===== src/rtl/cascade_cmp_timer.sv =====
module cascade_cmp_timer (
  input  logic       clk,
  input  logic       rst_n,
  input  logic       tick_alt,
  input  logic       tick_shift,
  input  logic       wr_en,
  input  logic [2:0] wr_addr,
  input  logic [3:0] wr_data,
  output logic       tog_out,
  output logic       pre_pulse,
  output logic       irq
);
  localparam int LO_W = 4;
  localparam int HI_W = 8;
  localparam int CW   = LO_W + HI_W;

  logic            run_q, tog_start_q;
  logic [1:0]      clk_sel_q, mode_q;
  logic            ovf_tog_q, cmp_tog_q, cmp_rst_q, irq_en_q;
  logic [LO_W-1:0] cmp_lo_q, lo_q;
  logic [HI_W-1:0] cmp_hi_q, hi_q;

  logic tick_sel, tick, wide, pre_run, pre_hit, t8;
  logic match12, match8, cmp_ev, top, stage_tick, ovf_ev, carry12, pre_ev;
  logic wr_ctrl, wr_preset, start_tog, evt_tog;
  logic [CW-1:0] cnt12, cmp12;

  always_comb begin
    case (clk_sel_q)
      2'b00:   tick_sel = 1'b1;
      2'b01:   tick_sel = tick_alt;
      2'b10:   tick_sel = tick_shift;
      default: tick_sel = 1'b0;
    endcase
  end

  assign tick    = run_q & tick_sel;
  assign wide    = (mode_q == 2'b11);
  assign pre_run = ~wide & (mode_q != 2'b00);
  assign cnt12   = {hi_q, lo_q};
  assign cmp12   = {cmp_hi_q, cmp_lo_q};

  assign match12 = tick & wide & (cnt12 == cmp12);
  assign pre_hit = tick & pre_run & (lo_q == cmp_lo_q);
  assign t8      = (mode_q == 2'b10) ? pre_hit : tick;
  assign match8  = t8 & ~wide & (hi_q == cmp_hi_q);

  assign cmp_ev     = wide ? match12 : match8;
  assign top        = wide ? (cnt12 == {CW{1'b1}}) : (hi_q == {HI_W{1'b1}});
  assign stage_tick = wide ? tick : t8;
  assign ovf_ev     = stage_tick & top & ~(cmp_ev & cmp_rst_q);
  assign carry12    = tick & wide & (lo_q == {LO_W{1'b1}}) & ~(match12 & cmp_rst_q);
  assign pre_ev     = wide ? carry12 : pre_hit;

  assign wr_ctrl   = wr_en & (wr_addr == 3'd0);
  assign wr_preset = wr_en & (wr_addr == 3'd2) & ~run_q;
  assign start_tog = wr_ctrl & ~run_q & wr_data[0] & wr_data[1];
  assign evt_tog   = (cmp_tog_q & cmp_ev) | (ovf_tog_q & ovf_ev);

  always_ff @(posedge clk or negedge rst_n) begin
    if (!rst_n) begin
      run_q       <= 1'b0;
      tog_start_q <= 1'b0;
      clk_sel_q   <= 2'b00;
      mode_q      <= 2'b11;
      ovf_tog_q   <= 1'b0;
      cmp_tog_q   <= 1'b0;
      cmp_rst_q   <= 1'b0;
      irq_en_q    <= 1'b0;
      cmp_lo_q    <= {LO_W{1'b1}};
      cmp_hi_q    <= {HI_W{1'b1}};
    end else if (wr_en) begin
      case (wr_addr)
        3'd0: {clk_sel_q, tog_start_q, run_q} <= wr_data;
        3'd1: mode_q <= wr_data[1:0];
        3'd3: {ovf_tog_q, cmp_tog_q, cmp_rst_q, irq_en_q} <= wr_data;
        3'd4: cmp_lo_q <= wr_data;
        3'd5: cmp_hi_q[3:0] <= wr_data;
        3'd6: cmp_hi_q[7:4] <= wr_data;
        default: ;
      endcase
    end
  end

  always_ff @(posedge clk or negedge rst_n) begin
    if (!rst_n) begin
      lo_q <= '0;
      hi_q <= '0;
    end else if (!run_q) begin
      lo_q <= '0;
      hi_q <= '0;
    end else if (wide) begin
      if (tick) {hi_q, lo_q} <= (match12 & cmp_rst_q) ? '0 : cnt12 + 1'b1;
    end else begin
      if (!pre_run || pre_hit) lo_q <= '0;
      else if (tick)           lo_q <= lo_q + 1'b1;
      if (t8) hi_q <= (match8 & cmp_rst_q) ? '0 : hi_q + 1'b1;
    end
  end

  always_ff @(posedge clk or negedge rst_n) begin
    if (!rst_n) begin
      tog_out   <= 1'b0;
      pre_pulse <= 1'b0;
      irq       <= 1'b0;
    end else begin
      pre_pulse <= pre_ev;
      irq       <= irq_en_q & (ovf_tog_q ? ovf_ev : cmp_ev);
      if (wr_preset)                 tog_out <= wr_data[3];
      else if (start_tog || evt_tog) tog_out <= ~tog_out;
    end
  end
endmodule


===== config.mk =====
export PLATFORM = sky130hd
export DESIGN_NAME = cascade_cmp_timer
export DESIGN_NICKNAME = d
export VERILOG_FILES = /design/src/rtl/cascade_cmp_timer.sv
export SDC_FILE = /design/constraint.sdc
export NUM_CORES = 1
export LEC_CHECK = 0
export ABC_CLOCK_PERIOD_IN_PS = 1800
export BUFFER_PORTS_ARGS = -buffer_cell sky130_fd_sc_hd__clkbuf_2
export CAP_MARGIN = 20
export CORE_MARGIN = 4
export CORE_UTILIZATION = 54
export CTS_CLUSTER_SIZE = 12
export DETAILED_ROUTE_END_ITERATION = 10
export HOLD_SLACK_MARGIN = 0.08
export PLACE_DENSITY = 0.75
export SYNTH_ARGS = -nofsm -noshare
export SYNTH_HDL_FRONTEND = slang
export SYNTH_SLANG_ARGS = --single-unit

===== constraint.sdc =====
create_clock -name clk -period 1.8 [get_ports clk]
set_input_delay 0.36 -clock clk [delete_from_list [all_inputs] [get_ports clk]]
set_output_delay 0.36 -clock clk [all_outputs]
set_load 0.005 [all_outputs]

==> results of run 1 <==
-- cell usage in the layout (no fill, tap or decap), types with 6 or more instances in the layout --
cell type and count:
dfstp_2 14, mux2_2 18, xor2_1 6, nand3_1 9, dfrtp_1 22, inv_1 7
nor3_1 7, nor2_1 18, o21ai_1 11, xnor2_1 7, clkbuf_2 14, buf_4 36
nand2_1 15
-- what timing repair did --
action | CTS | global route
buffers inserted | 3 | 4
resized for setup | 14 | 18
pin swaps | 8 | 8
endpoints found under the setup margin | 15 | 15
-- final timing paths --
path / startpoint / end / slack, ns / depth (start not counted)
setup / recovery: cmp_hi_q[5] / hi_q[5] / -0.20 / 9
min in group clk: wr_data[3] / clk_sel_q[1] / 0.37 / 3
hold reg to reg: irq_en_q / irq / 0.49 / 1
max in group asynchronous: rst_n / mode_q[1] / 1.36 / 2
hold / removal: rst_n / hi_q[7] / 0.09 / 2
setup reg to reg: cmp_hi_q[5] / hi_q[5] / -0.20 / 9
-- stage by stage --
stage          TNS (ns)  area (um^2)  total power (W)  hold WS, ns  utilization, %
2_1_floorplan   -0.0492         2210          0.00170       0.0644               -
3_3_place_gp      -1.17         2580          0.00205        0.421            68.5
3_5_place_dp      -1.55         2580          0.00208        0.427            68.5
4_1_cts           -1.60         2830          0.00317        0.104            74.9
5_1_grt           -4.14         2910          0.00337        0.117            77.2
6_report          -1.95         2910          0.00320       0.0917            77.2
-- state kept, by name, indices dropped and copies added (netlist names) --
| signal | flops |
|---|---|
| clk_sel_q | 2 |
| cmp_hi_q | 8 |
| cmp_lo_q | 4 |
| cmp_rst_q | 1 |
| cmp_tog_q | 1 |
| hi_q | 8 |
| irq | 1 |
| irq_en_q | 1 |
| lo_q | 4 |
| mode_q | 2 |
| ovf_tog_q | 1 |
| pre_pulse | 1 |
| run_q | 1 |
| tog_out | 1 |
-- power breakdown --
part / internal (W) / leakage (nW) / switching (W)
Sequential: 0.00101 / 0.437 / 0.000128
Combinational: 0.000521 / 0.708 / 0.000538
Clock: 0.000693 / 0.0784 / 0.000315
-- logic make-up after synthesis --
kind of cell,Yosys count
fa+ha+maj,4
mux,18
buf+inv,10
flops,36
xor+xnor,19
compound gates,42
simple gates,85
-- area by class of cell --
type                            instances  area share [%]
Sequential cell                        36            31.5
Multi-Input combinational cell        168            46.3
Clock inverter                          3            3.09
Inverter                                8            1.03
Clock buffer                            5            2.36
Tap cell                               48            2.06
Timing Repair Buffer                   55            13.6
-- worst register-to-register path, cell delays in order, from the launching register on --
cell	delay, ns
dfstp_2	0.56
xor2_2	0.09
nor4_4	0.36
nand3_2	0.20
buf_4	0.20
nor2_4	0.12
a21oi_1	0.09
buf_4	0.15
nand2b_1	0.05
o21ai_1	0.07
-- metal layers --
| metal | routed length (um) | GRT usage, % | vias up | part of all wire, % |
|---|---|---|---|---|
| met5 | 0 | 0 | - | 0 |
| met4 | 16 | 5.43 | 0 | 0.29 |
| met3 | 276 | 3.79 | 2 | 5.1 |
| met2 | 2820 | 39.0 | 59 | 52 |
| met1 | 2330 | 30.3 | 919 | 43 |
| li1 | - | - | 888 | - |
==> results.py, run 1 <==
metrics = {
    "drt": {
        "drtIter0Drc": 168,
        "drtAntennaViolNets": 0,
        "vias": 1868,
        "viasPerCell": 5.78,
        "wl_per_cell_um": 16.9,
        "dr.pass1.iters": 4,
        "routed_wirelength_mm": 5.44,
        "drc_errors": 0,
    },
    "sta": {
        "rsz0062_at_grt": "yes",
        "maxSlewViolCount": 0,
        "max_freq_ghz": 0.500,
        "report.final.hold_viol_count": 0,
        "tightest_slew_ns": 0.448,
        "fin_skew_ns": 0.00876,
        "period_share_pct": 111,
        "relSlewSlack_pct": 70.1,
        "finalSetupViolations": 15,
        "setup_slack_ns": -0.201,
        "period_needed_ns": 2.00,
    },
    "final_layout": {
        "multi_input_comb_area_um2": 1350,
        "area_delta_synth_final_pct": 34.0,
        "n_antenna_cell": 0,
        "stdcell_count": 323,
        "seqCellArea_um2": 918,
        "final_nets": 290,
        "fillers": 246,
        "drive_above_1_share_pct": 47.3,
    },
    "cts": {
        "cts_tree": "yes",
        "clk_pin_slew_ns": 0.08,
        "cts_max_level": 2,
        "clockRootBuffer": "clkbuf_8",
        "holdBufCountCts": 0,
        "cts_buffer_depth": 2,
        "clk_latency_ns": 0.30,
        "cts_inserted_buffers": 5,
        "clock-sinks": 36,
    },
    "yosys": {
        "synth_nets": 230,
        "netlist_area_um2": 2170,
        "ys_seq_area_share_pct": 42.3,
        "yosysMostFrequentCell": "dfrtp_1",
        "yosys.area_share.simple_pct": 23.1,
        "synthAdderAreaFrac_pct": 2.30,
        "yosysWarnings": 0,
        "synth_top_cell_by_area": "dfrtp_1",
        "syn_inst": 214,
        "synth_mux_area_share_pct": 9.33,
        "synth_cell_types": 47,
        "synth-seq-cells": 36,
        "synthTopCellsByArea": "dfrtp_1, dfstp_2, mux2_2",
        "async_reset_ff_share_pct": 100,
        "yosys-top-cells-count": "dfrtp_1, nor2_1, mux2_2, nand2_1, dfstp_2",
        "synth_flop_cell": "dfrtp_1",
        "synth_top_area_share_pct": 25.3,
        "synth-compound-area-share_pct": 13.5,
        "synth_xor_area_share_pct": 7.66,
        "synth_top_family_by_area": "simple AND/OR/NAND/NOR gates",
        "synth.avg_cell_area_um2": 10.2,
        "synth_edf_count": 0,
    },
    "critical_path": {
        "crit_arrival_ns": 2.19,
        "critPathRequiredTime_ns": 1.98,
        "cp.buffers_inverters": 2,
        "slowest_stage": "dfstp_2",
        "crit_path_frequent_cell": "buf_4",
        "critical_path.max_stage_delay_ns": 0.56,
        "cp-start-kind": "flop",
        "path_cells": "xor2_2 -> nor4_4 -> nand3_2 -> buf_4 -> nor2_4 -> a21oi_1 -> buf_4 -> nand2b_1 -> o21ai_1",
        "end_kind": "flop",
        "path_delay_family": "simple AND/OR/NAND/NOR gates",
        "worst-setup-path-type": "reg -> reg",
        "path_max_fanout": 4,
    },
    "worst_hold_path": {
        "worstHoldPathType": "in -> async",
    },
    "status": {
        "violations": "negative setup slack",
        "status": "complete, but fails checks",
    },
    "global_routing": {
        "grt.total_usage_pct": 22.8,
        "grt_antenna_before_repair": 0,
        "grt_pass1_wl_mm": 9.23,
        "globalRouteOverflowTotal": 0,
        "grt_max_degree": 37,
        "grt_pass1_vias": 1881,
    },
    "placement": {
        "port_buffers": 14,
        "place.gp.congestion": 0.873,
        "post-place-cells": 308,
        "place_hpwl_mm": 3.85,
        "pre_cts_slack_ns": -0.187,
    },
    "floorplan": {
        "die_w_um": 71.4,
        "coreArea_um2": 3770,
        "die_h_um": 71.4,
        "initial_core_util_pct": 57.6,
        "io_pins": 15,
        "die-area_um2": 5100,
        "num_rows": 22,
    },
    "power_and_ir_drop": {
        "power_density_nw_per_um2": 1100,
        "leakagePower_nw": 1.22,
        "ir_drop_uv": 672,
    },
    "run": {
        "drv_cap": 0,
    },
}
Power figures use the tool's default switching activity.
==> run 2: changes to the inputs <==
ABC_CLOCK_PERIOD_IN_PS = 2190   (was 1800)
CORE_ASPECT_RATIO = 1.1   (was default)
CORE_UTILIZATION = 60   (was 54)
PLACE_DENSITY = 0.79   (was 0.75)
clock period = 2.19 ns   (was 1.8 ns; I/O delays follow)
==> results.py, run 2 (same netlist as run 1, synthesis figures left out) <==
metrics = {
    "status": {
        "status": "complete, no violations",
    },
    "final_layout": {
        "layout_commonest_cell": "dfrtp_1",
        "final_nets": 256,
        "mostFrequentLayoutCells": "dfrtp_1, nor2_1, mux2_2",
        "design_area_um2": 2420,
        "drive_above_1_share_pct": 31.5,
        "largestRegisters": "cmp_hi_q x8, hi_q x8",
        "post-route-util_pct": 70.8,
        "n_antenna_cell": 0,
        "area_delta_synth_final_pct": 11.2,
    },
    "floorplan": {
        "io_pins": 15,
        "die_h_um": 71.1,
        "num_rows": 22,
        "die_w_um": 65.4,
        "coreArea_um2": 3410,
        "die-area_um2": 4650,
        "initial_core_util_pct": 63.7,
    },
    "drt": {
        "drtIter0Drc": 111,
        "routed_wirelength_mm": 4.94,
        "viasPerCell": 5.89,
        "vias": 1701,
        "drc_errors": 0,
        "wl_per_cell_um": 17.1,
        "drtAntennaViolNets": 0,
        "dr.pass1.iters": 4,
    },
    "sta": {
        "maxSlewViolCount": 0,
        "rsz0062_at_grt": "yes",
        "max_freq_ghz": 0.470,
        "period_share_pct": 97.2,
        "setup_slack_ns": 0.0621,
        "period_needed_ns": 2.13,
        "report.final.hold_viol_count": 0,
        "fin_skew_ns": 0.0144,
        "tightest_slew_ns": 0.792,
        "relSlewSlack_pct": 47.2,
        "holdWs_ns": 0.152,
        "finalSetupViolations": 0,
    },
    "global_routing": {
        "grt.total_usage_pct": 23.3,
        "grt_pass1_vias": 1755,
        "globalRouteOverflowTotal": 0,
        "grt_pass1_wl_mm": 8.40,
        "grt_max_degree": 33,
        "grt_antenna_before_repair": 0,
    },
    "cts": {
        "cts_setup_buffers": 0,
        "cts_max_level": 2,
        "clock-sinks": 36,
        "clk_pin_slew_ns": 0.12,
        "holdBufCountCts": 0,
        "cts_buffer_depth": 2,
        "ctsResizeCount": 0,
        "clk_latency_ns": 0.35,
        "cts_tree": "yes",
        "clockRootBuffer": "clkbuf_4",
        "cts_inserted_buffers": 5,
    },
    "power_and_ir_drop": {
        "ir_drop_uv": 514,
        "leakagePower_nw": 0.991,
        "power_density_nw_per_um2": 793,
    },
    "run": {
        "drv_cap": 0,
    },
    "critical_path": {
        "crit_arrival_ns": 2.35,
        "critical_path.max_stage_delay_ns": 0.55,
        "cp.buffers_inverters": 1,
        "path_max_fanout": 8,
        "path_cells": "inv_1 -> ha_1 -> o21ai_2 -> o21ai_1 -> a21oi_1 -> a31oi_1 -> o21ai_0",
        "end_kind": "flop",
        "worst-setup-path-type": "reg -> reg",
        "path_delay_family": "compound AO/OA/AOI/OAI gates",
        "slowest_stage": "dfstp_2",
        "critPathRequiredTime_ns": 2.41,
        "cp-start-kind": "flop",
    },
    "placement": {
        "place_area_um2": 2350,
        "place.gp.congestion": 0.950,
        "port_buffers": 14,
        "pre_cts_slack_ns": 0.0864,
        "place_hpwl_mm": 3.82,
    },
    "worst_hold_path": {
        "worstHoldPathType": "in -> async",
    },
}
-- run 2: cell types whose count changed in the layout (fill, tap and decap cells not counted), sizes merged --
| cell | before | now |
|---|---|---|
| clkinv | 0 | 1 |
| clkinvlp | 0 | 1 |
| buf | 41 | 7 |
| bufinv | 3 | 0 |
| clkbuf | 19 | 20 |
-- run 2: worst register-to-register path, delay by kind of cell (launching register included) --
| family | cells | cell delay [ns] |
|---|---|---|
| buf+inv | 1 | 0.05 |
| compound gates | 5 | 1.06 |
| flops | 1 | 0.55 |
| fa+ha+maj | 1 | 0.35 |
-- run 2: area by class of cell --
type | instances | area (um^2)
sequential | 36 | 918
clock buffer | 6 | 41.3
tap | 48 | 60.1
clock inverter | 2 | 12.5
multi-input combinational | 168 | 1230
inverter | 8 | 30.0
timing repair buffer | 21 | 123
fill | 273 | 997
-- run 2: routing by layer --
metal	global-route usage, %	part of all wire [%]	up-vias
met4	9.22	2.4	0
met2	38.6	49	47
met5	0	0	-
met1	29.8	44	815
met3	4.60	4.3	14
li1	-	-	825
-- run 2: worst paths after layout --
kind                               end  startpoint  slack (ns)  depth (start not counted)
max in group asynchronous  cmp_hi_q[3]       rst_n        1.37                          2
max reg2reg                    hi_q[5]   mode_q[0]        0.06                          7
max                            hi_q[5]   mode_q[0]        0.06                          7
min reg2reg                        irq    irq_en_q        0.52                          1
min                           irq_en_q       rst_n        0.15                          1
min in group clk               tog_out  wr_data[3]        0.38                          3
-- run 2: report_power, final --
group	leakage, nW	internal, W	switching (W)
Sequential	0.437	0.000826	0.000128
Combinational	0.525	0.000268	0.000344
Clock	0.0282	0.000124	0.000226
Total	0.991	0.00122	0.000698
-- run 2: per-stage QoR --
stage	TNS, ns	cells	total power [W]
4_1_cts	0	289	0.00191
3_5_place_dp	0	281	0.00156
6_report	0	289	0.00192
5_1_grt	-0.0845	289	0.00204
2_1_floorplan	0	214	0.00137
3_3_place_gp	0	281	0.00153
